File: src/rtl/pcf_pkg.sv
package pcf_pkg;

  typedef enum logic [2:0] {
    OP_STEP     = 3'd0,
    OP_BRANCH   = 3'd1,
    OP_JUMP     = 3'd2,
    OP_CALL     = 3'd3,
    OP_CALL_REL = 3'd4,
    OP_RETURN   = 3'd5
  } op_kind_e;

  typedef enum logic [3:0] {
    CC_ALWAYS    = 4'd0,
    CC_CARRY_CLR = 4'd1,
    CC_CARRY_SET = 4'd2,
    CC_EQUAL     = 4'd3,
    CC_NOT_EQUAL = 4'd4,
    CC_MINUS     = 4'd5,
    CC_PLUS      = 4'd6,
    CC_GREATER   = 4'd7,
    CC_LESS_EQ   = 4'd8
  } cond_e;

  typedef enum logic [2:0] {
    ST_IDLE    = 3'd0,
    ST_PUSH_LO = 3'd1,
    ST_PUSH_HI = 3'd2,
    ST_POP_HI  = 3'd3,
    ST_POP_LO  = 3'd4
  } seq_state_e;

endpackage

File: src/rtl/pcf_cond_eval.sv
module pcf_cond_eval
  import pcf_pkg::*;
(
  input  logic [3:0] cond_code,
  input  logic       flag_n,
  input  logic       flag_z,
  input  logic       flag_v,
  input  logic       flag_c,
  output logic       taken
);

  logic sign_mismatch;

  always_comb begin
    sign_mismatch = flag_n ^ flag_v;
    case (cond_e'(cond_code))
      CC_ALWAYS:    taken = 1'b1;
      CC_CARRY_CLR: taken = ~flag_c;
      CC_CARRY_SET: taken = flag_c;
      CC_EQUAL:     taken = flag_z;
      CC_NOT_EQUAL: taken = ~flag_z;
      CC_MINUS:     taken = flag_n;
      CC_PLUS:      taken = ~flag_n;
      CC_GREATER:   taken = ~flag_z & ~sign_mismatch;
      CC_LESS_EQ:   taken = flag_z | sign_mismatch;
      default:      taken = 1'b0;
    endcase
  end

endmodule

File: src/rtl/pcf_target_gen.sv
module pcf_target_gen #(
  parameter int AW    = 16,
  parameter int OFF_W = 8,
  parameter int LEN_W = 3
) (
  input  logic [AW-1:0]    pc_cur,
  input  logic [LEN_W-1:0] instr_len,
  input  logic [OFF_W-1:0] rel_off,
  output logic [AW-1:0]    next_pc,
  output logic [AW-1:0]    rel_pc
);

  localparam int LEN_PAD = AW - LEN_W;
  localparam int OFF_PAD = AW - OFF_W;

  logic [AW-1:0] off_ext;

  always_comb begin
    next_pc = pc_cur + {{LEN_PAD{1'b0}}, instr_len};
    off_ext = {{OFF_PAD{rel_off[OFF_W-1]}}, rel_off};
    rel_pc  = next_pc + off_ext;
  end

endmodule

File: src/rtl/pcf_stack_port.sv
module pcf_stack_port
  import pcf_pkg::*;
#(
  parameter int AW = 16,
  parameter int DW = 8
) (
  input  seq_state_e    state,
  input  logic [AW-1:0] sp_cur,
  input  logic [AW-1:0] ret_addr,
  output logic          mem_we,
  output logic          mem_re,
  output logic [AW-1:0] mem_addr,
  output logic [DW-1:0] mem_wdata
);

  localparam logic [AW-1:0] ONE = AW'(1);

  always_comb begin
    mem_we    = 1'b0;
    mem_re    = 1'b0;
    mem_addr  = sp_cur;
    mem_wdata = ret_addr[DW-1:0];
    case (state)
      ST_PUSH_LO: begin
        mem_we    = 1'b1;
        mem_addr  = sp_cur - ONE;
        mem_wdata = ret_addr[DW-1:0];
      end
      ST_PUSH_HI: begin
        mem_we    = 1'b1;
        mem_addr  = sp_cur - ONE;
        mem_wdata = ret_addr[AW-1:DW];
      end
      ST_POP_HI, ST_POP_LO: begin
        mem_re   = 1'b1;
        mem_addr = sp_cur;
      end
      default: ;
    endcase
  end

endmodule

File: src/rtl/pc_flow_ctrl.sv
module pc_flow_ctrl
  import pcf_pkg::*;
#(
  parameter int              AW       = 16,
  parameter int              DW       = 8,
  parameter int              LEN_W    = 3,
  parameter logic [AW-1:0]   PC_RESET = 16'h0400,
  parameter logic [AW-1:0]   SP_RESET = 16'h0100
) (
  input  logic             clk,
  input  logic             rst_n,
  input  logic             op_valid,
  input  logic [2:0]       op_kind,
  input  logic [3:0]       cond_code,
  input  logic [DW-1:0]    rel_off,
  input  logic [AW-1:0]    abs_target,
  input  logic [LEN_W-1:0] instr_len,
  input  logic             flag_n,
  input  logic             flag_z,
  input  logic             flag_v,
  input  logic             flag_c,
  input  logic [DW-1:0]    mem_rdata,
  output logic [AW-1:0]    pc,
  output logic [AW-1:0]    sp,
  output logic             busy,
  output logic             mem_we,
  output logic             mem_re,
  output logic [AW-1:0]    mem_addr,
  output logic [DW-1:0]    mem_wdata
);

  localparam logic [AW-1:0] ONE = AW'(1);

  // reset synchronizer: asserts asynchronously, releases on the clock
  logic [1:0] rst_pipe;
  logic       rst_n_s;

  always_ff @(posedge clk or negedge rst_n) begin
    if (!rst_n) rst_pipe <= 2'b00;
    else        rst_pipe <= {rst_pipe[0], 1'b1};
  end
  assign rst_n_s = rst_pipe[1];

  seq_state_e    state_q, state_d;
  logic [AW-1:0] pc_q, pc_d;
  logic [AW-1:0] sp_q, sp_d;
  logic [AW-1:0] ret_q, ret_d;
  logic [AW-1:0] tgt_q, tgt_d;
  logic [DW-1:0] hi_q, hi_d;
  logic          pc_en, sp_en, ret_en, hi_en;

  logic [AW-1:0] next_pc, rel_pc;
  logic          taken;

  pcf_cond_eval u_cond (
    .cond_code (cond_code),
    .flag_n    (flag_n),
    .flag_z    (flag_z),
    .flag_v    (flag_v),
    .flag_c    (flag_c),
    .taken     (taken)
  );

  pcf_target_gen #(.AW(AW), .OFF_W(DW), .LEN_W(LEN_W)) u_tgt (
    .pc_cur    (pc_q),
    .instr_len (instr_len),
    .rel_off   (rel_off),
    .next_pc   (next_pc),
    .rel_pc    (rel_pc)
  );

  pcf_stack_port #(.AW(AW), .DW(DW)) u_stk (
    .state     (state_q),
    .sp_cur    (sp_q),
    .ret_addr  (ret_q),
    .mem_we    (mem_we),
    .mem_re    (mem_re),
    .mem_addr  (mem_addr),
    .mem_wdata (mem_wdata)
  );

  // next-state logic
  always_comb begin
    state_d = state_q;
    pc_d    = pc_q;
    sp_d    = sp_q;
    ret_d   = ret_q;
    tgt_d   = tgt_q;
    hi_d    = hi_q;
    pc_en   = 1'b0;
    sp_en   = 1'b0;
    ret_en  = 1'b0;
    hi_en   = 1'b0;
    case (state_q)
      ST_IDLE: begin
        if (op_valid) begin
          case (op_kind_e'(op_kind))
            OP_BRANCH: begin
              pc_d  = taken ? rel_pc : next_pc;
              pc_en = 1'b1;
            end
            OP_JUMP: begin
              pc_d  = abs_target;
              pc_en = 1'b1;
            end
            OP_CALL: begin
              ret_d   = next_pc;
              tgt_d   = abs_target;
              ret_en  = 1'b1;
              state_d = ST_PUSH_LO;
            end
            OP_CALL_REL: begin
              ret_d   = next_pc;
              tgt_d   = rel_pc;
              ret_en  = 1'b1;
              state_d = ST_PUSH_LO;
            end
            OP_RETURN: begin
              state_d = ST_POP_HI;
            end
            default: begin
              pc_d  = next_pc;
              pc_en = 1'b1;
            end
          endcase
        end
      end
      ST_PUSH_LO: begin
        sp_d    = sp_q - ONE;
        sp_en   = 1'b1;
        state_d = ST_PUSH_HI;
      end
      ST_PUSH_HI: begin
        sp_d    = sp_q - ONE;
        sp_en   = 1'b1;
        pc_d    = tgt_q;
        pc_en   = 1'b1;
        state_d = ST_IDLE;
      end
      ST_POP_HI: begin
        hi_d    = mem_rdata;
        hi_en   = 1'b1;
        sp_d    = sp_q + ONE;
        sp_en   = 1'b1;
        state_d = ST_POP_LO;
      end
      ST_POP_LO: begin
        pc_d    = {hi_q, mem_rdata};
        pc_en   = 1'b1;
        sp_d    = sp_q + ONE;
        sp_en   = 1'b1;
        state_d = ST_IDLE;
      end
      default: state_d = ST_IDLE;
    endcase
  end

  // registers
  always_ff @(posedge clk or negedge rst_n_s) begin
    if (!rst_n_s) begin
      state_q <= ST_IDLE;
      pc_q    <= PC_RESET;
      sp_q    <= SP_RESET;
      ret_q   <= '0;
      tgt_q   <= '0;
      hi_q    <= '0;
    end else begin
      state_q <= state_d;
      if (pc_en)  pc_q <= pc_d;
      if (sp_en)  sp_q <= sp_d;
      if (ret_en) begin
        ret_q <= ret_d;
        tgt_q <= tgt_d;
      end
      if (hi_en)  hi_q <= hi_d;
    end
  end

  assign pc   = pc_q;
  assign sp   = sp_q;
  assign busy = (state_q != ST_IDLE);

  // assertions
  a_r7_push_addr: assert property (@(posedge clk) disable iff (!rst_n_s)
    mem_we |-> (mem_addr == sp_q - ONE));

  a_r7_push_sp_dec: assert property (@(posedge clk) disable iff (!rst_n_s)
    mem_we |=> (sp_q == $past(sp_q) - ONE));

  a_r9_pop_sp_inc: assert property (@(posedge clk) disable iff (!rst_n_s)
    mem_re |=> (sp_q == $past(sp_q) + ONE));

  a_r9_pop_addr: assert property (@(posedge clk) disable iff (!rst_n_s)
    mem_re |-> (mem_addr == sp_q));

  a_r10_pc_hold: assert property (@(posedge clk) disable iff (!rst_n_s)
    $rose(busy) |=> $stable(pc_q));

  a_r10_mem_only_busy: assert property (@(posedge clk) disable iff (!rst_n_s)
    (mem_we || mem_re) |-> busy);

  a_r10_rw_exclusive: assert property (@(posedge clk) disable iff (!rst_n_s)
    !(mem_we && mem_re));

endmodule

File: config.mk
export PLATFORM = sky130hd
export DESIGN_NAME = pc_flow_ctrl
export DESIGN_NICKNAME = d
export VERILOG_FILES = /design/src/rtl/pcf_pkg.sv /design/src/rtl/pcf_cond_eval.sv /design/src/rtl/pcf_target_gen.sv /design/src/rtl/pcf_stack_port.sv /design/src/rtl/pc_flow_ctrl.sv
export SDC_FILE = /design/constraint.sdc
export NUM_CORES = 1
export LEC_CHECK = 0
export ABC_AREA = 1
export ABC_CLOCK_PERIOD_IN_PS = 2100
export BUFFER_PORTS_ARGS = -buffer_cell sky130_fd_sc_hd__buf_2
export CORE_UTILIZATION = 43
export DETAILED_ROUTE_END_ITERATION = 10
export GPL_ROUTABILITY_DRIVEN = 0
export PLACE_DENSITY = 0.68
export REMOVE_ABC_BUFFERS = 1
export SKIP_CTS_REPAIR_TIMING = 1
export SLEW_MARGIN = 40
export SYNTH_ARGS = -nofsm -noshare
export SYNTH_HDL_FRONTEND = slang
export SYNTH_SLANG_ARGS = --single-unit
File: constraint.sdc
create_clock -name clk -period 2.1 [get_ports clk]
set_clock_uncertainty 0.05 [all_clocks]
set_input_delay 0.21 -clock clk [delete_from_list [all_inputs] [get_ports clk]]
set_output_delay 0.21 -clock clk [all_outputs]
set_load 0.02 [all_outputs]
==> results.txt <==
----------------------------------------------------
[Worst setup path]
  WP data arrival ... 3.51 ns
  Critical Path Fanout Max ... 3
  Cell seen most often among critical-path stages ... nand2_1
  Category of the most critical setup path ... register to register
  Crit path buffers/inverters ... 4
  Top Family by Delay on Critical Path ... adder cells
  Startpoint type of the worst setup path ... register
  Slowest-stage cell, CP ... dfrtp_1
  Slowest Stage Delay on Critical Path ... 0.39 ns
  Crit-path cells ... ha_2 > fa_2 > a21oi_2 > nor2_2 > inv_2 > nor2_4 > xnor2_2 > inv_2 > ha_4 > nand2_4 > inv_2 > a21oi_4 > buf_4 > nand3_2 > nand2_2 > nand2_1 > nand2_1 > nand2_1 > o21bai_1 > nand2_1 > a21oi_1
  Required time at the worst-slack endpoint ... roughly 2.3 ns
  Crit path capture type ... register

[Clock network]
  Clock tree from TritonCTS ... yes
  Library cell used as clock root buffer ... clkbuf_16
  Clock net sink count ... 77
  Clock slew at the register clock pins of the worst setup and hold paths ... 0.07 ns
  H-tree depth ... 3
  Clock buffers created by TritonCTS ... 9
  Largest buffer count on any clock path ... 2
  Clock latency on the worst-skew pair ... 0.35 ns

[Run status]
  Violated checks ... negative setup slack
  Status ... complete, but fails checks

[Cells and area]
  Layout area overhead ... 61.46%
  Sequential Area ... 1933 sq um
  Net total in the final layout ... 1,238
  Final Util ... 0.7082
  Share of post-route cells with drive strength above 1 ... 0.4620
  Multi-input combinational cell area ... 4741 sq um
  Fill cell instance count of the final layout ... 950
  Commonest non-fill, non-tap cell in the layout ... nand2_1
  Highest-count cells in the layout ignoring fill and taps ... nand2_1, buf_4, buf_2

[GRT]
  Met1 demand-to-capacity share in global routing ... 0.3836
  GR met3 Demand/Resource ... 0.04906
  Pin count of the biggest net entering global routing ... 34
  Total Routing Usage GR ... 0.2750
  Gr ovfl total ... 0
  Global routing's busiest layer ... met2
  Number of global-route vias before repair ... 6,114
  GR Util met2 ... 0.4393
  Initial antenna violation count ... 1
  Global-route wire length before repair ... just over 30,000 um

[Timing]
  Final hold vios ... 0
  Min Clock Period, post-route ... between 3 and 4 ns
  Final TNS setup ... -29.79 ns
  Slew margin rel. ... 0.4444
  Setup violators final ... 44
  Final count of pins violating max slew ... 0
  Setup slack of the critical path after layout ... -1.196 ns
  Crit share post-route ... 1.570
  Maximum clock frequency ... 303.4 MHz
  Unrepaired setup endpoints after global routing ... true
  Slew @ Worst Pin ... 0.8325 ns

[Floorplan]
  Number of primary I/O pins ... between 100 and 150
  Chip Width ... ~120 um
  Effective utilization at floorplan ... 0.4386
  Core area ... around 14,000 sq um
  Vertical extent of the die ... 120.8 um
  DIE AREA ... between 10,000 and 15,000 sq um
  Site Rows ... 43

[Synth]
  Ys async rst share ... 1.000
  Synthesis-stage register bit count ... 77
  Number of warning messages in the yosys log ... 0
  Number of synthesized flops with an enable pin ... 0
  Post-Syn Area ... 6065 sq um
  Distinct cells, synth ... 48
  Gate Count Post-Synth ... 895
  Most frequently used flop master after synthesis ... dfrtp_1
  Mean cell area of the mapped netlist ... 6.776 sq um
  Sequential-to-total area share from yosys stat ... 0.3181

[Job]
  Max capacitance violation total ... 0

[Route]
  TritonRoute pass-1 iters ... 6
  Antenna Nets Post-Route ... 0
  Starting DRC count in detailed routing ... 768
  DRC Markers ... 0
  Total via count in the routed design ... 7,526
  Total wire length ... 23,920 um
  Wire length per cell after detailed routing ... approximately 18 um
  Ratio of routed vias to standard cells ... 5.567

[Power]
  Leak pwr ... 4.797 nW
  Power Density ... 1697 nW/um^2
  Worst-case vdd ir drop ... 0.9647 mV

[Hold path]
  Worst min-delay path class ... primary input to register

[Placement]
  Post-DP HPWL ... approximately 15,000 um
  Port Buffer Count ... 107
  Worst setup slack before clock tree synthesis ... -1.263 ns

----------------------------------------------------
-- worst min-delay path, stage by stage --
cell and delay, ns:
buf_2 0.10, nand2_1 0.05, nand2_1 0.05
-- layer usage --
layer,vias up,part of all wire
met5,-,0
met4,0,0.042
met3,91,0.076
met2,415,0.48
met1,3569,0.40
li1,3451,-
-- synthesized netlist by cell type, drive strengths merged (6+ instances only) --
library cell  instances  area [sq um]
clkbuf               16         61.30
nor2                 85         344.1
nor3                  9         71.32
inv                 106         400.4
o21ai                81         405.4
nand2               275          1035
xor2                 29         261.5
dfrtp                75          1877
or2                   7         43.79
ha                   21         262.8
o21bai               11         86.33
a21oi                53         276.5
nand4                10         62.56
nand3                53         270.3
buf                  12         71.31
a221oi               16         202.7
xnor2                 6         52.55
-- kinds of logic after synthesis --
group                      Yosys count  synth area share
DFF                                 77            0.3181
and+or+nand+nor                    445            0.3082
AOI/OAI and AO/OA                  180            0.1834
other                                1         0.0006183
xor gates and xnor gates            35           0.05179
adders and majority gates           23           0.04993
buffers and inverters              134           0.08789
-- sequential cells by signal, summed over array words and instances, names as in the netlist --
register / flops
ret_q: 16
pc: 16
tgt_q: 16
rst_pipe: 2
state_q: 3
hi_q: 8
sp: 16
-- per-stage QoR --
step | instance area (sq um) | power, mW | cells | hold slack, ns
6_report | 9792 | 16.62 | 1352 | 0.03896
5_1_grt | 9789 | 17.54 | 1351 | 0.03762
4_1_cts | 8085 | 12.45 | 1310 | -0.4183
3_5_place_dp | 7800 | 10.83 | 1294 | -0.05100
3_3_place_gp | 7797 | 10.72 | 1294 | -0.04764
2_1_floorplan | 5932 | 6.968 | 867 | -0.1356
-- cell type report --
type | instances | share of cell area
timing repair buffer | 288 | 0.2244
inverter | 106 | 0.04166
sequential | 77 | 0.1974
multi-input combinational | 684 | 0.4842
tap | 180 | 0.02300
clock buffer | 12 | 0.02415
antenna | 1 | 0.0002556
clock inverter | 4 | 0.004983
-- power by group --
part / total, mW / internal (mW) / switching (mW)
clock network: 1.56 / 0.920 / 0.635
registers: 2.68 / 2.11 / 0.564
logic: 12.4 / 5.73 / 6.65
total: 16.6 / 8.77 / 7.85
-- final timing paths --
| check | start | endpoint | slack, ns | depth (start not counted) |
|---|---|---|---|---|
| setup / recovery | pc[0] | pc[9] | -1.20 | 21 |
| hold / removal | mem_rdata[1] | hi_q[1] | 0.04 | 3 |
| setup reg to reg | pc[0] | pc[9] | -1.20 | 21 |
| hold reg to reg | rst_pipe[1] | tgt_q[7] | 0.21 | 0 |
| max in group asynchronous | rst_pipe[1] | sp[8] | 1.18 | 1 |
| min in group asynchronous | rst_n | rst_pipe[1] | 0.12 | 2 |
No activity file was read; power rests on OpenSTA's default activity.
